**config.mk**
```make
export PLATFORM = sky130hd
export DESIGN_NAME = auto_dir_port
export DESIGN_NICKNAME = d
export VERILOG_FILES = /design/src/rtl/adp_pkg.sv /design/src/rtl/adp_decode.sv /design/src/rtl/adp_latch_next.sv /design/src/rtl/adp_dir_next.sv /design/src/rtl/adp_sample.sv /design/src/rtl/auto_dir_port.sv
export SDC_FILE = /design/constraint.sdc
export NUM_CORES = 1
export LEC_CHECK = 0
export BUFFER_PORTS_ARGS = -buffer_cell sky130_fd_sc_hd__buf_2
export CORE_UTILIZATION = 40
export DETAILED_ROUTE_END_ITERATION = 10
export GPL_TIMING_DRIVEN = 0
export PLACE_DENSITY = 0.83
export SYNTH_ARGS = -nofsm -noshare
export SYNTH_HDL_FRONTEND = slang
export SYNTH_SLANG_ARGS = --single-unit
export TNS_END_PERCENT = 10
```
**constraint.sdc**
```tcl
create_clock -name clk -period 0.8 [get_ports clk]
set_input_delay 0.04 -clock clk [delete_from_list [all_inputs] [get_ports clk]]
set_output_delay 0.04 -clock clk [all_outputs]
set_load 0.05 [all_outputs]
```
**src/rtl/adp_pkg.sv**
```systemverilog
package adp_pkg;
    typedef enum logic [2:0] {
        OP_NOP   = 3'd0,
        OP_READ  = 3'd1,
        OP_TSTS  = 3'd2,
        OP_TSTC  = 3'd3,
        OP_WRITE = 3'd4,
        OP_SETB  = 3'd5,
        OP_CLRB  = 3'd6,
        OP_DIRW  = 3'd7
    } adp_op_e;

    typedef struct packed {
        logic is_read;
        logic is_tsts;
        logic is_tstc;
        logic is_write;
        logic is_setb;
        logic is_clrb;
        logic is_dirw;
    } adp_cmd_t;
endpackage

```
**src/rtl/adp_decode.sv**
```systemverilog
module adp_decode
    import adp_pkg::*;
(
    input  logic       valid,
    input  logic [2:0] op,
    output adp_cmd_t   cmd,
    output logic       in_access,
    output logic       out_access
);
    always_comb begin
        cmd          = '0;
        cmd.is_read  = valid && (op == OP_READ);
        cmd.is_tsts  = valid && (op == OP_TSTS);
        cmd.is_tstc  = valid && (op == OP_TSTC);
        cmd.is_write = valid && (op == OP_WRITE);
        cmd.is_setb  = valid && (op == OP_SETB);
        cmd.is_clrb  = valid && (op == OP_CLRB);
        cmd.is_dirw  = valid && (op == OP_DIRW);
        in_access    = cmd.is_read || cmd.is_tsts || cmd.is_tstc;
        out_access   = cmd.is_write || cmd.is_setb || cmd.is_clrb;
    end
endmodule

```
**src/rtl/adp_latch_next.sv**
```systemverilog
module adp_latch_next
    import adp_pkg::*;
#(
    parameter int WIDTH = 4
) (
    input  adp_cmd_t           cmd,
    input  logic [WIDTH-1:0]   cur,
    input  logic [WIDTH-1:0]   data,
    output logic [WIDTH-1:0]   nxt
);
    always_comb begin
        nxt = cur;
        if (cmd.is_write) begin
            nxt = data;
        end else if (cmd.is_setb) begin
            nxt = cur | data;
        end else if (cmd.is_clrb) begin
            nxt = cur & ~data;
        end
    end
endmodule

```
**src/rtl/adp_dir_next.sv**
```systemverilog
module adp_dir_next #(
    parameter int WIDTH   = 4,
    parameter bit PER_PIN = 1'b0
) (
    input  logic             in_access,
    input  logic             out_access,
    input  logic             dir_write,
    input  logic [WIDTH-1:0] cur,
    input  logic [WIDTH-1:0] data,
    output logic [WIDTH-1:0] nxt
);
    generate
        if (PER_PIN) begin : g_per_pin
            logic unused_pp;
            assign unused_pp = in_access ^ out_access;
            always_comb begin
                nxt = cur;
                if (dir_write) begin
                    nxt = data;
                end
            end
        end else begin : g_auto
            logic unused_auto;
            assign unused_auto = dir_write ^ (^data);
            always_comb begin
                nxt = cur;
                if (in_access) begin
                    nxt = '0;
                end else if (out_access) begin
                    nxt = '1;
                end
            end
        end
    endgenerate
endmodule

```
**src/rtl/adp_sample.sv**
```systemverilog
module adp_sample #(
    parameter int WIDTH = 4
) (
    input  logic             standby,
    input  logic [WIDTH-1:0] pad_in,
    input  logic [WIDTH-1:0] mask,
    output logic [WIDTH-1:0] qual,
    output logic             all_set,
    output logic             all_clear
);
    always_comb begin
        qual      = standby ? '0 : pad_in;
        all_set   = &(~mask | qual);
        all_clear = &(~mask | ~qual);
    end
endmodule

```
**src/rtl/auto_dir_port.sv**
```systemverilog
module auto_dir_port
    import adp_pkg::*;
#(
    parameter int WIDTH   = 4,
    parameter bit PER_PIN = 1'b0
) (
    input  logic             clk,
    input  logic             rst_n,
    input  logic             standby,
    input  logic             acc_valid,
    input  logic [2:0]       acc_op,
    input  logic [WIDTH-1:0] acc_data,
    input  logic [WIDTH-1:0] pad_in,
    output logic [WIDTH-1:0] pad_out,
    output logic [WIDTH-1:0] pad_oe,
    output logic [WIDTH-1:0] rd_data,
    output logic             test_flag
);
    localparam logic [WIDTH-1:0] ALL_OUT = {WIDTH{1'b1}};

    typedef struct packed {
        logic [WIDTH-1:0] latch;
        logic [WIDTH-1:0] dir;
        logic [WIDTH-1:0] rd;
        logic             flag;
    } port_state_t;

    port_state_t state_d, state_q;

    adp_cmd_t         cmd;
    logic             in_access, out_access;
    logic [WIDTH-1:0] latch_nxt, dir_nxt, qual;
    logic             all_set, all_clear;

    adp_decode u_decode (
        .valid      (acc_valid),
        .op         (acc_op),
        .cmd        (cmd),
        .in_access  (in_access),
        .out_access (out_access)
    );

    adp_latch_next #(.WIDTH(WIDTH)) u_latch (
        .cmd  (cmd),
        .cur  (state_q.latch),
        .data (acc_data),
        .nxt  (latch_nxt)
    );

    adp_dir_next #(.WIDTH(WIDTH), .PER_PIN(PER_PIN)) u_dir (
        .in_access  (in_access),
        .out_access (out_access),
        .dir_write  (cmd.is_dirw),
        .cur        (state_q.dir),
        .data       (acc_data),
        .nxt        (dir_nxt)
    );

    adp_sample #(.WIDTH(WIDTH)) u_sample (
        .standby   (standby),
        .pad_in    (pad_in),
        .mask      (acc_data),
        .qual      (qual),
        .all_set   (all_set),
        .all_clear (all_clear)
    );

    always_comb begin
        state_d       = state_q;
        state_d.latch = latch_nxt;
        state_d.dir   = dir_nxt;
        if (cmd.is_read) begin
            state_d.rd = qual;
        end
        if (cmd.is_tsts) begin
            state_d.flag = all_set;
        end else if (cmd.is_tstc) begin
            state_d.flag = all_clear;
        end
    end

    always_ff @(posedge clk or negedge rst_n) begin
        if (!rst_n) begin
            state_q <= '0;
        end else begin
            state_q <= state_d;
        end
    end

    assign pad_out   = state_q.latch;
    assign pad_oe    = standby ? '0 : state_q.dir;
    assign rd_data   = state_q.rd;
    assign test_flag = state_q.flag;

    p_latch_held_on_input_r2: assert property (@(posedge clk) disable iff (!rst_n)
        in_access |=> $stable(pad_out));

    p_write_loads_r4: assert property (@(posedge clk) disable iff (!rst_n)
        cmd.is_write |=> (pad_out == $past(acc_data)));

    p_set_bits_r4: assert property (@(posedge clk) disable iff (!rst_n)
        cmd.is_setb |=> ((pad_out & $past(acc_data)) == $past(acc_data)));

    p_clr_bits_r4: assert property (@(posedge clk) disable iff (!rst_n)
        cmd.is_clrb |=> ((pad_out & $past(acc_data)) == '0));

    p_standby_release_r9: assert property (@(posedge clk) disable iff (!rst_n)
        standby |-> (pad_oe == '0));

    p_standby_read_zero_r10: assert property (@(posedge clk) disable iff (!rst_n)
        (cmd.is_read && standby) |=> (rd_data == '0));

    generate
        if (!PER_PIN) begin : g_auto_checks
            p_input_turnaround_r2: assert property (@(posedge clk) disable iff (!rst_n)
                in_access |=> (state_q.dir == '0));

            p_output_turnaround_r3: assert property (@(posedge clk) disable iff (!rst_n)
                out_access |=> (state_q.dir == ALL_OUT));

            p_uniform_dir_r5: assert property (@(posedge clk) disable iff (!rst_n)
                (pad_oe == '0) || (pad_oe == ALL_OUT));
        end else begin : g_pp_checks
            p_dir_load_r6: assert property (@(posedge clk) disable iff (!rst_n)
                cmd.is_dirw |=> (state_q.dir == $past(acc_data)));

            p_dir_kept_r6: assert property (@(posedge clk) disable iff (!rst_n)
                (in_access || out_access) |=> $stable(state_q.dir));
        end
    endgenerate
endmodule

```
### Word level (Yosys, flattened, before mapping)

Cells that the tools add are included.

* equality and inequality tests: 6
* mux-type cells: 9
* bitwise logic cells: 6
* reduce and logical (&&, ||, !) cells: 15

Operator list (count)
* 4-bit 2-to-1 mux: 7
* 4-bit bitwise OR: 3
* 3-bit == test (second input constant): 3
* 4-bit inverter: 2
* 4-bit AND reduction: 2
* 3-bit by 2-bit == test with 1-bit output (second input constant): 2
* 1-bit logical AND: 6
* 4-bit AND: 1
* 1-bit logical OR: 4
* 2-bit nonzero test: 2
* 3-bit by 1-bit == test with 1-bit output (second input constant): 1
* 3-bit nonzero test: 1
* 1-bit 2-to-1 mux: 2

* register bits: 13
* bits of input ports: 15
* output and inout port bits: 13
* word-level logic and storage cells: 40

### Logic depth before layout (Yosys ltp)

* depth after elaboration: 6
* mapped depth: 4
* mapped depth without buffers: 4

### By module

From an unflattened synthesis, not the netlist that was laid out.

* cells, all modules: 76
* area, all modules: 747.0 sq um

Modules (own cells, without submodules)
* auto_dir_port: instances 1, cells an instance 32, area an instance 474.2 sq um, sequential area each 325.3 sq um
* adp_sample: instances 1, cells an instance 15, area an instance 93.8 sq um, sequential area each 0.0 sq um
* adp_decode: instances 1, cells an instance 15, area an instance 71.3 sq um, sequential area each 0.0 sq um
* adp_latch_next: instances 1, cells an instance 10, area an instance 67.6 sq um, sequential area each 0.0 sq um
* adp_dir_next: instances 1, cells an instance 4, area an instance 40.0 sq um, sequential area each 0.0 sq um

### Worst setup path before layout

OpenSTA, ideal clock, no wires.

* kind: register -> output
* start: reg state_q[7] (netlist name)
* end: out pad_oe[1]
* arrival: 1.079 ns
* data required time: 0.760 ns
* setup slack: -0.319 ns
* cell stages (with the launch flop): 3
* path buffers: 1
* path through: dfrtp_1 -> and2b_1 -> buf_4

RTL lines
* end: declaration: line auto_dir_port.sv:15 `output logic [WIDTH-1:0] pad_oe,`

### Final worst setup path

* start: reg state_q[7] in the netlist's numbering
* end: out pad_oe[2]

* longest elaborated chain between the ends: 1

RTL lines
* start: declaration: line auto_dir_port.sv:28 `port_state_t state_d, state_q;`
* start signal: assignment: line auto_dir_port.sv:86 `state_q <= state_d;`
* 4-bit 2-to-1 mux: line auto_dir_port.sv:91 `assign pad_oe = standby ? '0 : state_q.dir;`

No other way between the ends.

==> results.cfg <==
[layout]
fillCellCount = 104
drive_gt1_share_pct = 54.84
seqCellArea_um2 = 251.5
fin_nets = 109
post-route-util_pct = 67.58
final_area_um2 = 923.4
antennaDiodeCount = 0
mostFrequentLayoutCell = buf_2
fin_cells = 108
area.growth.synth_to_final_pct = 49.70
multi_input_area_um2 = 279.0
layout.cells.most_common_list = buf_2, buf_6, dfrtp_1, buf_4, a22o_1

[synth]
ys_ff_latch = 10
synth_area_per_cell_um2 = 10.28
ys_types = 21
ys.flop_type = dfrtp_1
syn_area_um2 = 616.8
synthesis.nets = 75
synth_edf_count = 0
synthCells = 60
synth_seq_area_share_pct = 40.57
ys.warnings.count = 0
async_flop_share_pct = 100.0

[run_status]
violations = negative setup slack
status = complete, but fails checks

[timing]
holdWs_ns = 0.04655
setup_viol = 13
rsz0062_at_grt = yes
maxSlewViolCount = 0
fmax_mhz = 892.1
period_needed_ns = 1.121
layout_setup_ws_ns = -0.3210
worstMarginPinSlew_ns = 0.3279
slew_headroom_pct = 77.83
clock_skew_ns = 0
finalSetupTns_ns = -2.577
fin_crit_sh_pct = 140.1
hold_violations = 0

[clocking]
cts_sinks = 10
htree_levels = 1
clk_pin_slew_ns = 0.07
cts_buffers = 3
cts_tree = yes
cts-root-buf = clkbuf_4
cts_buffer_depth = 2
clock_latency_ns = 0.26

[routing]
drtIter0Drc = 10
routed-via-count = 556
routedWlPerCell_um = 11.91
ant_nets = 0
postRouteWirelength_um = 1286
drt_pass1_iterations = 5
drc = 0
routed_via_density = 5.148

[placed_design]
place_inst = 102
io_buffers = 27
dpl_cell_area_um2 = 785.8
hpwlAfterDp_um = 968.9
place_congestion = 0.7418

[worst_hold_path]
hold_path_class = in -> reg
holdCritStartpoint = acc_op[2]

[global_routing]
grt.busiest_layer = met2
antenna_found_initial = 0
grt_pass1_vias = 454
grt_usage_pct = 16.97
grt_max_degree = 11
grtUsageMet1_pct = 22.52
gr-total-overflow = 0
grt_pass1_wl_um = 1842
use_met2_pct = 26.56
met3_usage_pct = 3.261

[power_and_ir_drop]
powerDensity_nw_per_um2 = 2208
p_leak_nw = 0.4588
ir_drop_mv = 1.075

[critical_path]
rrSetupSlack_ns = 0.02
crit_family = flip-flops
worstPathRequired_ns = 0.76
crit_type = reg -> out
crit_path_cell_trace = and2b_4, buf_6, buf_8
path_buf_inv = 2
slowest_stage = dfrtp_1
cp_data_arrival_time_ns = 1.08
cp-end-kind = primary output
worst_r2r_startpoint = state_q[7]$_DFFE_PN0P_
path_max_fanout = 4
crit_path_start_kind = flip-flop
critPathLaunch = state_q[7]$_DFFE_PN0P_
cpPeakStageDelay_ns = 0.38

[die]
core_area_um2 = 1366
start_util_pct = 45.15
ios = 28
die_h_um = 41.27
dieArea_um2 = 1703
fp.dieW_um = 41.27
fp-row-count = 13

[job]
maxCapViolations = 0
[path summary, 6_finish.rpt]
path / depth (start not counted) / endpoint
worst min register to register: 1 / flip-flop
worst max register to register: 3 / state_q[7]$_DFFE_PN0P_
worst max-delay path: 3 / pad_oe[2]
max in group asynchronous: 2 / test_flag$_DFFE_PN0P_
worst min-delay path: 3 / state_q[7]$_DFFE_PN0P_
min in group asynchronous: 2 / rd_data[1]$_DFFE_PN0P_
[cells in the mapped netlist, drive strengths merged, types with 2 or more instances]
master,n,area [um2]
a21oi,2,10.01
a22o,5,43.79
buf,11,82.58
dfrtp,10,250.2
inv,4,15.01
mux2,3,45.04
nand2,2,7.510
nand2b,3,18.77
nor2,3,11.26
nor2b,3,18.77
o21ai,5,25.02
[cell families after synthesis]
kind of cell | share of synthesized area (%)
AO/OA/AOI/OAI | 19.07
buffers and inverters | 15.82
flip-flops | 40.57
multiplexers | 8.924
AND/OR/NAND/NOR | 15.62
[metrics by stage]
step | worst slack [ns] | total power (W)
floorplan | -0.05587 | 0.001318
global placement | -0.1823 | 0.001490
detailed placement | -0.1945 | 0.001499
CTS | -0.3235 | 0.002033
global route | -0.3439 | 0.002142
finish | -0.3210 | 0.002039
[where the power goes]
part           switching (W)  internal, W
registers          0.0000486     0.000598
logic               0.000561     0.000461
clock network       0.000178     0.000193
[what timing repair did]
item                                    4_1_cts  5_1_grt
hold endpoints to repair                     10        0
gates cloned                                  0        0
hold buffers                                  1        0
endpoints found under the setup margin       13       14
gates resized for setup                      24        5
setup buffers                                 1        0
[area by class of cell]
type,instances,area share [%]
multi-input combinational,35,30.22
sequential,10,27.24
timing repair buffer,29,25.88
buffer,11,10.16
clock buffer,4,2.846
tap,15,2.033
inverter,4,1.626
[metal layers]
layer	wire, um	vias up
met5	0	-
met4	15	0
met3	69	2
met2	633	17
met1	567	267
li1	-	270
[worst min-delay path, delay by kind of cell]
family	cells	cell delay, ns
AO/OA/AOI/OAI	1	0.04
buffers and inverters	1	0.11
AND/OR/NAND/NOR	1	0.08
(Power assumes the default switching activity.)
